## src/rtl/pwm_edge_pkg.sv

```systemverilog
package pwm_edge_pkg;

    localparam int BYTE_W = 8;
    localparam int MAX_CH = 16;
    localparam int ADDR_W = 6;

    localparam logic [ADDR_W-1:0] A_PRESCALE = 6'h00;
    localparam logic [ADDR_W-1:0] A_LAST     = 6'h01;
    localparam logic [ADDR_W-1:0] A_EN_LO    = 6'h02;
    localparam logic [ADDR_W-1:0] A_EN_HI    = 6'h03;
    localparam logic [ADDR_W-1:0] A_COMMIT   = 6'h04;

    typedef logic [BYTE_W-1:0] step_t;

    typedef struct packed {
        step_t rise;
        step_t fall;
    } edge_pair_t;

    typedef struct packed {
        step_t prescale;
        step_t last_step;
    } timebase_cfg_t;

    typedef enum logic [2:0] {
        RK_NONE,
        RK_PRESCALE,
        RK_LAST,
        RK_EN_LO,
        RK_EN_HI,
        RK_COMMIT,
        RK_RISE,
        RK_FALL
    } reg_kind_e;

    typedef struct packed {
        reg_kind_e   kind;
        logic [3:0]  ch;
    } reg_sel_t;

    // Address decode; channel slots beyond the built count decode to nothing.
    function automatic reg_sel_t decode_addr(logic [ADDR_W-1:0] a, int nch);
        reg_sel_t s;
        s.kind = RK_NONE;
        s.ch   = a[3:0];
        case (a[5:4])
            2'b00: begin
                case (a[3:0])
                    4'h0:    s.kind = RK_PRESCALE;
                    4'h1:    s.kind = RK_LAST;
                    4'h2:    s.kind = RK_EN_LO;
                    4'h3:    s.kind = RK_EN_HI;
                    4'h4:    s.kind = RK_COMMIT;
                    default: s.kind = RK_NONE;
                endcase
            end
            2'b01:   if (int'(a[3:0]) < nch) s.kind = RK_RISE;
            2'b10:   if (int'(a[3:0]) < nch) s.kind = RK_FALL;
            default: s.kind = RK_NONE;
        endcase
        return s;
    endfunction

    // Next output level: disabled forces low, a fall match beats a rise match.
    function automatic logic next_level(logic cur, logic en, step_t step, edge_pair_t e);
        if (!en)             return 1'b0;
        if (step == e.fall)  return 1'b0;
        if (step == e.rise)  return 1'b1;
        return cur;
    endfunction

endpackage

```

## src/rtl/pwm_edge_timebase.sv

```systemverilog
module pwm_edge_timebase
    import pwm_edge_pkg::*;
(
    input  logic          clk,
    input  logic          rst,
    input  timebase_cfg_t cfg,
    output step_t         step,
    output logic          tick,
    output logic          period_end
);

    step_t pre_cnt;
    step_t step_q;

    // ">=" so that lowering a limit below a running count still wraps at once
    assign tick       = (pre_cnt >= cfg.prescale);
    assign period_end = tick && (step_q >= cfg.last_step);
    assign step       = step_q;

    always_ff @(posedge clk) begin
        if (rst) begin
            pre_cnt <= '0;
            step_q  <= '0;
        end else begin
            pre_cnt <= tick ? '0 : pre_cnt + 8'd1;
            if (tick) begin
                step_q <= period_end ? '0 : step_q + 8'd1;
            end
        end
    end

endmodule

```

## src/rtl/pwm_edge_channel.sv

```systemverilog
module pwm_edge_channel
    import pwm_edge_pkg::*;
(
    input  logic       clk,
    input  logic       rst,
    input  logic       en,
    input  step_t      step,
    input  edge_pair_t edges,
    output logic       out
);

    logic out_q;

    always_ff @(posedge clk) begin
        if (rst) begin
            out_q <= 1'b0;
        end else begin
            out_q <= next_level(out_q, en, step, edges);
        end
    end

    assign out = out_q;

endmodule

```

## src/rtl/pwm_edge_regs.sv

```systemverilog
module pwm_edge_regs
    import pwm_edge_pkg::*;
#(
    parameter int          NUM_CH    = 16,
    parameter logic [15:0] SYNC_MASK = 16'h0F0F
) (
    input  logic                      clk,
    input  logic                      rst,
    input  logic [ADDR_W-1:0]         addr,
    input  logic                      wr,
    input  logic [BYTE_W-1:0]         wdata,
    input  logic                      period_end,
    output timebase_cfg_t             cfg,
    output logic [NUM_CH-1:0]         en,
    output edge_pair_t [NUM_CH-1:0]   act,
    output logic                      commit_pending,
    output logic [BYTE_W-1:0]         rdata
);

    reg_sel_t sel;
    assign sel = decode_addr(addr, NUM_CH);

    timebase_cfg_t           cfg_q;
    logic [NUM_CH-1:0]       en_q;
    logic [MAX_CH-1:0]       en_ext;
    logic [MAX_CH-1:0]       en_wr;
    logic                    pend_q;
    logic                    commit_now;
    edge_pair_t [NUM_CH-1:0] prog_v;

    assign en_ext     = MAX_CH'(en_q);
    assign commit_now = period_end && pend_q;

    always_comb begin
        en_wr = en_ext;
        if (wr && sel.kind == RK_EN_LO) en_wr[7:0]  = wdata;
        if (wr && sel.kind == RK_EN_HI) en_wr[15:8] = wdata;
    end

    always_ff @(posedge clk) begin
        if (rst) begin
            cfg_q  <= '0;
            en_q   <= '0;
            pend_q <= 1'b0;
        end else begin
            if (wr && sel.kind == RK_PRESCALE) cfg_q.prescale  <= wdata;
            if (wr && sel.kind == RK_LAST)     cfg_q.last_step <= wdata;
            en_q <= en_wr[NUM_CH-1:0];
            // a strobe in the boundary cycle waits for the following boundary
            if (wr && sel.kind == RK_COMMIT && wdata[0]) begin
                pend_q <= 1'b1;
            end else if (period_end) begin
                pend_q <= 1'b0;
            end
        end
    end

    for (genvar i = 0; i < NUM_CH; i++) begin : g_ch
        logic       hit_ch;
        edge_pair_t prog_q;

        assign hit_ch    = wr && (sel.ch == 4'(i));
        assign prog_v[i] = prog_q;

        always_ff @(posedge clk) begin
            if (rst) begin
                prog_q <= '0;
            end else begin
                if (hit_ch && sel.kind == RK_RISE) prog_q.rise <= wdata;
                if (hit_ch && sel.kind == RK_FALL) prog_q.fall <= wdata;
            end
        end

        if (SYNC_MASK[i]) begin : g_staged
            edge_pair_t run_q;
            always_ff @(posedge clk) begin
                if (rst) begin
                    run_q <= '0;
                end else if (commit_now) begin
                    run_q <= prog_q;
                end
            end
            assign act[i] = run_q;
        end else begin : g_direct
            assign act[i] = prog_q;
        end
    end

    always_comb begin
        case (sel.kind)
            RK_PRESCALE: rdata = cfg_q.prescale;
            RK_LAST:     rdata = cfg_q.last_step;
            RK_EN_LO:    rdata = en_ext[7:0];
            RK_EN_HI:    rdata = en_ext[15:8];
            RK_COMMIT:   rdata = {7'd0, pend_q};
            RK_RISE:     rdata = prog_v[sel.ch].rise;
            RK_FALL:     rdata = prog_v[sel.ch].fall;
            default:     rdata = '0;
        endcase
    end

    assign cfg            = cfg_q;
    assign en             = en_q;
    assign commit_pending = pend_q;

endmodule

```

## src/rtl/pwm_edge_gen.sv

```systemverilog
module pwm_edge_gen
    import pwm_edge_pkg::*;
#(
    parameter int          NUM_CH    = 16,
    parameter logic [15:0] SYNC_MASK = 16'h0F0F
) (
    input  logic              clk,
    input  logic              rst,
    input  logic [5:0]        bus_addr,
    input  logic              bus_wr,
    input  logic [7:0]        bus_wdata,
    output logic [7:0]        bus_rdata,
    output logic [NUM_CH-1:0] pwm_out
);

    timebase_cfg_t           cfg;
    step_t                   step;
    logic                    tick;
    logic                    period_end;
    logic [NUM_CH-1:0]       en;
    edge_pair_t [NUM_CH-1:0] act;
    logic                    commit_pending;

    pwm_edge_timebase u_timebase (
        .clk        (clk),
        .rst        (rst),
        .cfg        (cfg),
        .step       (step),
        .tick       (tick),
        .period_end (period_end)
    );

    pwm_edge_regs #(
        .NUM_CH    (NUM_CH),
        .SYNC_MASK (SYNC_MASK)
    ) u_regs (
        .clk            (clk),
        .rst            (rst),
        .addr           (bus_addr),
        .wr             (bus_wr),
        .wdata          (bus_wdata),
        .period_end     (period_end),
        .cfg            (cfg),
        .en             (en),
        .act            (act),
        .commit_pending (commit_pending),
        .rdata          (bus_rdata)
    );

    for (genvar i = 0; i < NUM_CH; i++) begin : g_out
        pwm_edge_channel u_channel (
            .clk   (clk),
            .rst   (rst),
            .en    (en[i]),
            .step  (step),
            .edges (act[i]),
            .out   (pwm_out[i])
        );
    end

endmodule

```

## config.mk

```make
export PLATFORM = sky130hd
export DESIGN_NAME = pwm_edge_gen
export DESIGN_NICKNAME = d
export VERILOG_FILES = /design/src/rtl/pwm_edge_pkg.sv /design/src/rtl/pwm_edge_timebase.sv /design/src/rtl/pwm_edge_channel.sv /design/src/rtl/pwm_edge_regs.sv /design/src/rtl/pwm_edge_gen.sv
export SDC_FILE = /design/constraint.sdc
export NUM_CORES = 1
export LEC_CHECK = 0
export ABC_CLOCK_PERIOD_IN_PS = 2600
export BUFFER_PORTS_ARGS = -buffer_cell sky130_fd_sc_hd__buf_2
export CORE_ASPECT_RATIO = 0.5
export CORE_MARGIN = 5
export CORE_UTILIZATION = 35
export DETAILED_ROUTE_END_ITERATION = 7
export PLACE_DENSITY = 0.55
export SLEW_MARGIN = 20
export SYNTH_ARGS = -nofsm -noshare
export SYNTH_HDL_FRONTEND = slang
export SYNTH_SLANG_ARGS = --single-unit
```

## constraint.sdc

```tcl
create_clock -name clk -period 2.6 [get_ports clk]
set_clock_uncertainty 0.05 [all_clocks]
set_input_delay 0.13 -clock clk [delete_from_list [all_inputs] [get_ports clk]]
set_output_delay 0.13 -clock clk [all_outputs]
set_load 0.005 [all_outputs]
```

==> metrics.txt <==
status complete, no violations; first-pass GRT wire length around 110000 um; Final nets approximately 2500; top_reg_cell synth dfxtp_1; Synth Warn # 0; share of the synthesized area in the top cell type between 30% and 40%; worst rel slew slack just under 50%; clk sinks around 450; asr flop ratio synth 0%; Post-Route WL between 60000 and 70000 um; Yosys reg bits 449; Area growth syn-to-layout 12.9%; CP delay by family, top multiplexers; CTS tree yes; Final period util 96.9%; placed wire-length estimate about 46000 um; Std-Cell Rows 66; share of layout cells above drive strength 1 approximately 13%; multiplexer share of the synthesized area 21.3%; most common cell in the netlist dfxtp_1; Int Pwr approximately 11 mW; die area roughly 72000 sq um; Fillers ~6400; crit path max-delay cell type mux4_2; Pwr Density approximately 570 nW/um^2; Initial Util around 36%; top cells by count, synth dfxtp_1, mux2i_1, nand2b_1; # diodes 0; root buffer cell clkbuf_16; vias per inst between 5 and 6; syn nets 2482; post-route ant nets 0; Period minus WS final about 2500 ps; pin count of the biggest net entering global routing 87; largest area contributor in the netlist dfxtp_1; Synth Area in Compound Gates between 4 and 5%; chip height approximately 190 um; maximum clock rate just under 0.4 GHz; Port Buffer Count 40; Final setup viols 0; vias in the first global route ~17000; hold slack roughly 88 ps; RSZ-0062 raised after global routing no; Slew @ Worst Pin around 770 ps; Layout Utilization 40.2%; crit path DAT 2340 ps; total track usage 19.1%; final-report hold violation count 0; CP endpoint kind primary output; initial antenna violation count 0; Mapped Cells between 2000 and 2500; DR pass1 iterations 6; post-synthesis adder-cell area fraction between 1 and 1.5%; clk_lat worst skew ~580 ps; hold crit path type in2reg; EDFF count, synth 0; # DRC 0; combinational family with the most area after synthesis multiplexers; Sw Ratio between 20% and 30%; worst-case vdd ir drop roughly 0.00040 V; Distinct cells, synth 57; RD Place Congestion roughly 0.9; number of setup buffers added after CTS 0; critical-path cell list mux4_2 -> mux2i_1 -> nand2_1 -> a21oi_1 -> o21ai_1 -> buf_2; post-synthesis simple-gate area fraction about 20%; type of origin of the critical path flop; Leak Pwr 9.50 nW; Fin Setup TNS 0 ps; critical setup path kind reg2out; worst-path fanout max 3; post-synthesis sequential area ratio between 30% and 40%; Syn Std Cell Area about 23000 sq um; GRT Residual Overflow 0; Final Max Slew Viols 0; vias 17389; CP Data Required Time 2420 ps; DRT iter0 DRCs approximately 1600; delay of the slowest cell on the worst path about 550 ps; max-cap violations 0; Switch Pwr 3.67 mW; CTS Buffer Depth 3; syn avg cell area approximately 9.5 sq um; H-tree depth 2; Logic pwr share 7.9%; chip width 375 um; Clock power frac between 40% and 50%; I/O pin total 41; drt wl/cell about 21 um; crit path buf inv count 1; Synth area leaders dfxtp_1, mux2i_1, nand2b_1, mux4_2, xnor2_1; cts bufs inserted 47; core area about 65000 sq um; Sequential Power Share 46.2%; Post-Synth XOR/XNOR Area between 9 and 10%; CTS clk-pin slew, worst paths ~60 ps
==> worst paths after layout <==
| check | to | depth (start not counted) | slack (ps) | from |
|---|---|---|---|---|
| min | u_regs.act[199] | 3 | 90 | bus_wdata[7] |
| min reg2reg | u_timebase.pre_cnt[0] | 1 | 410 | u_timebase.pre_cnt[0] |
| max | bus_rdata[2] | 6 | 80 | u_regs.act[122] |
| max reg2reg | u_regs.act[148] | 8 | 190 | u_regs.cfg[15] |
==> area by class of cell <==
class                   instances  area, sq um  share of cell area, %
clock buffers                  71         1400                   5.31
clock inverters                13          145                  0.551
inverters                      24         90.1                  0.342
multi-input cells            1762        13300                   50.6
flip-flops and latches        449         9000                   34.2
well taps                     884         1110                   4.20
repair buffers                138         1270                   4.83
==> worst register-to-register path, delay by kind of cell (launching register included) <==
kind,cells,cell delay [ps]
muxes,1,380
buffers and inverters,2,400
DFF,1,380
and+or+nand+nor,2,490
AOI/OAI and AO/OA,2,300
adders and majority gates,1,310
==> cell usage in the layout, fill, tap and decap left out, drive strengths merged, types with 5 or more instances in the layout <==
cell type,Yosys,final
dfxtp,449,449
mux2i,361,361
nand2b,259,259
nor2,231,231
nand2,183,183
xnor2,133,133
xor2,131,131
buf,98,130
a21oi,125,125
clkbuf,112,71
mux4,56,56
nand4,39,39
nor4,32,32
nor3,32,32
nand3,25,25
inv,24,24
o22ai,24,24
ha,20,20
nor4b,18,18
o21ai,15,15
or3,14,14
a21o,9,9
mux2,9,9
clkinv,0,8
dlygate4sd3,0,8
a222oi,7,7
nand3b,6,6
and3,5,5
==> flip-flops by register name, summed over array words and instances, names as in the netlist <==
name	cells
u_regs.act	256
u_regs.g_ch.prog_q	128
u_timebase.step	8
g_out.u_channel.out	16
u_regs.en	16
u_timebase.pre_cnt	8
u_regs.cfg	16
u_regs.commit_pending	1
==> routing by layer <==
metal | routed length (um) | track usage [%] | vias up | part of all wire [%]
met4 | 1460 | 4.61 | 0 | 2.1
li1 | - | - | 8287 | -
met1 | 33300 | 27.7 | 8542 | 48
met3 | 3560 | 2.05 | 90 | 5.1
met2 | 31400 | 30.7 | 470 | 45
met5 | 0 | 0 | - | 0
==> what timing repair did <==
| action | CTS | global route |
|---|---|---|
| hold buffers | 8 | 0 |
| endpoints found under the setup margin | 0 | 6 |
| endpoints found under the hold margin | 51 | 0 |
| resized for setup | 0 | 6 |
==> logic make-up after synthesis <==
group,Yosys count
muxes,426
xor gates and xnor gates,264
buffers and inverters,234
and+or+nand+nor,858
AOI/OAI and AO/OA,194
adders and majority gates,20
DFF,449
==> per-stage QoR <==
step	setup WS, ps	std cells	cell area [sq um]	power (mW)
floorplan	20.7	2445	23300	7.83
global placement	97.3	3249	24700	8.25
detailed placement	99.1	3249	24700	8.25
CTS	47.1	3341	26300	15.1
global route	0.223	3341	26300	15.5
finish	80.9	3341	26300	15.0
==> power by group through the flow <==
stage               clock (mW)  sequential, mW  combinational, mW
global placement             0            7.08               1.17
detailed placement           0            7.08               1.17
finish                    6.87            6.93               1.19
CTS                       7.01            6.93               1.18
floorplan                    0            7.07              0.761
global route              7.32            6.93               1.26
Note: power is estimated with default switching activity, not from simulation.
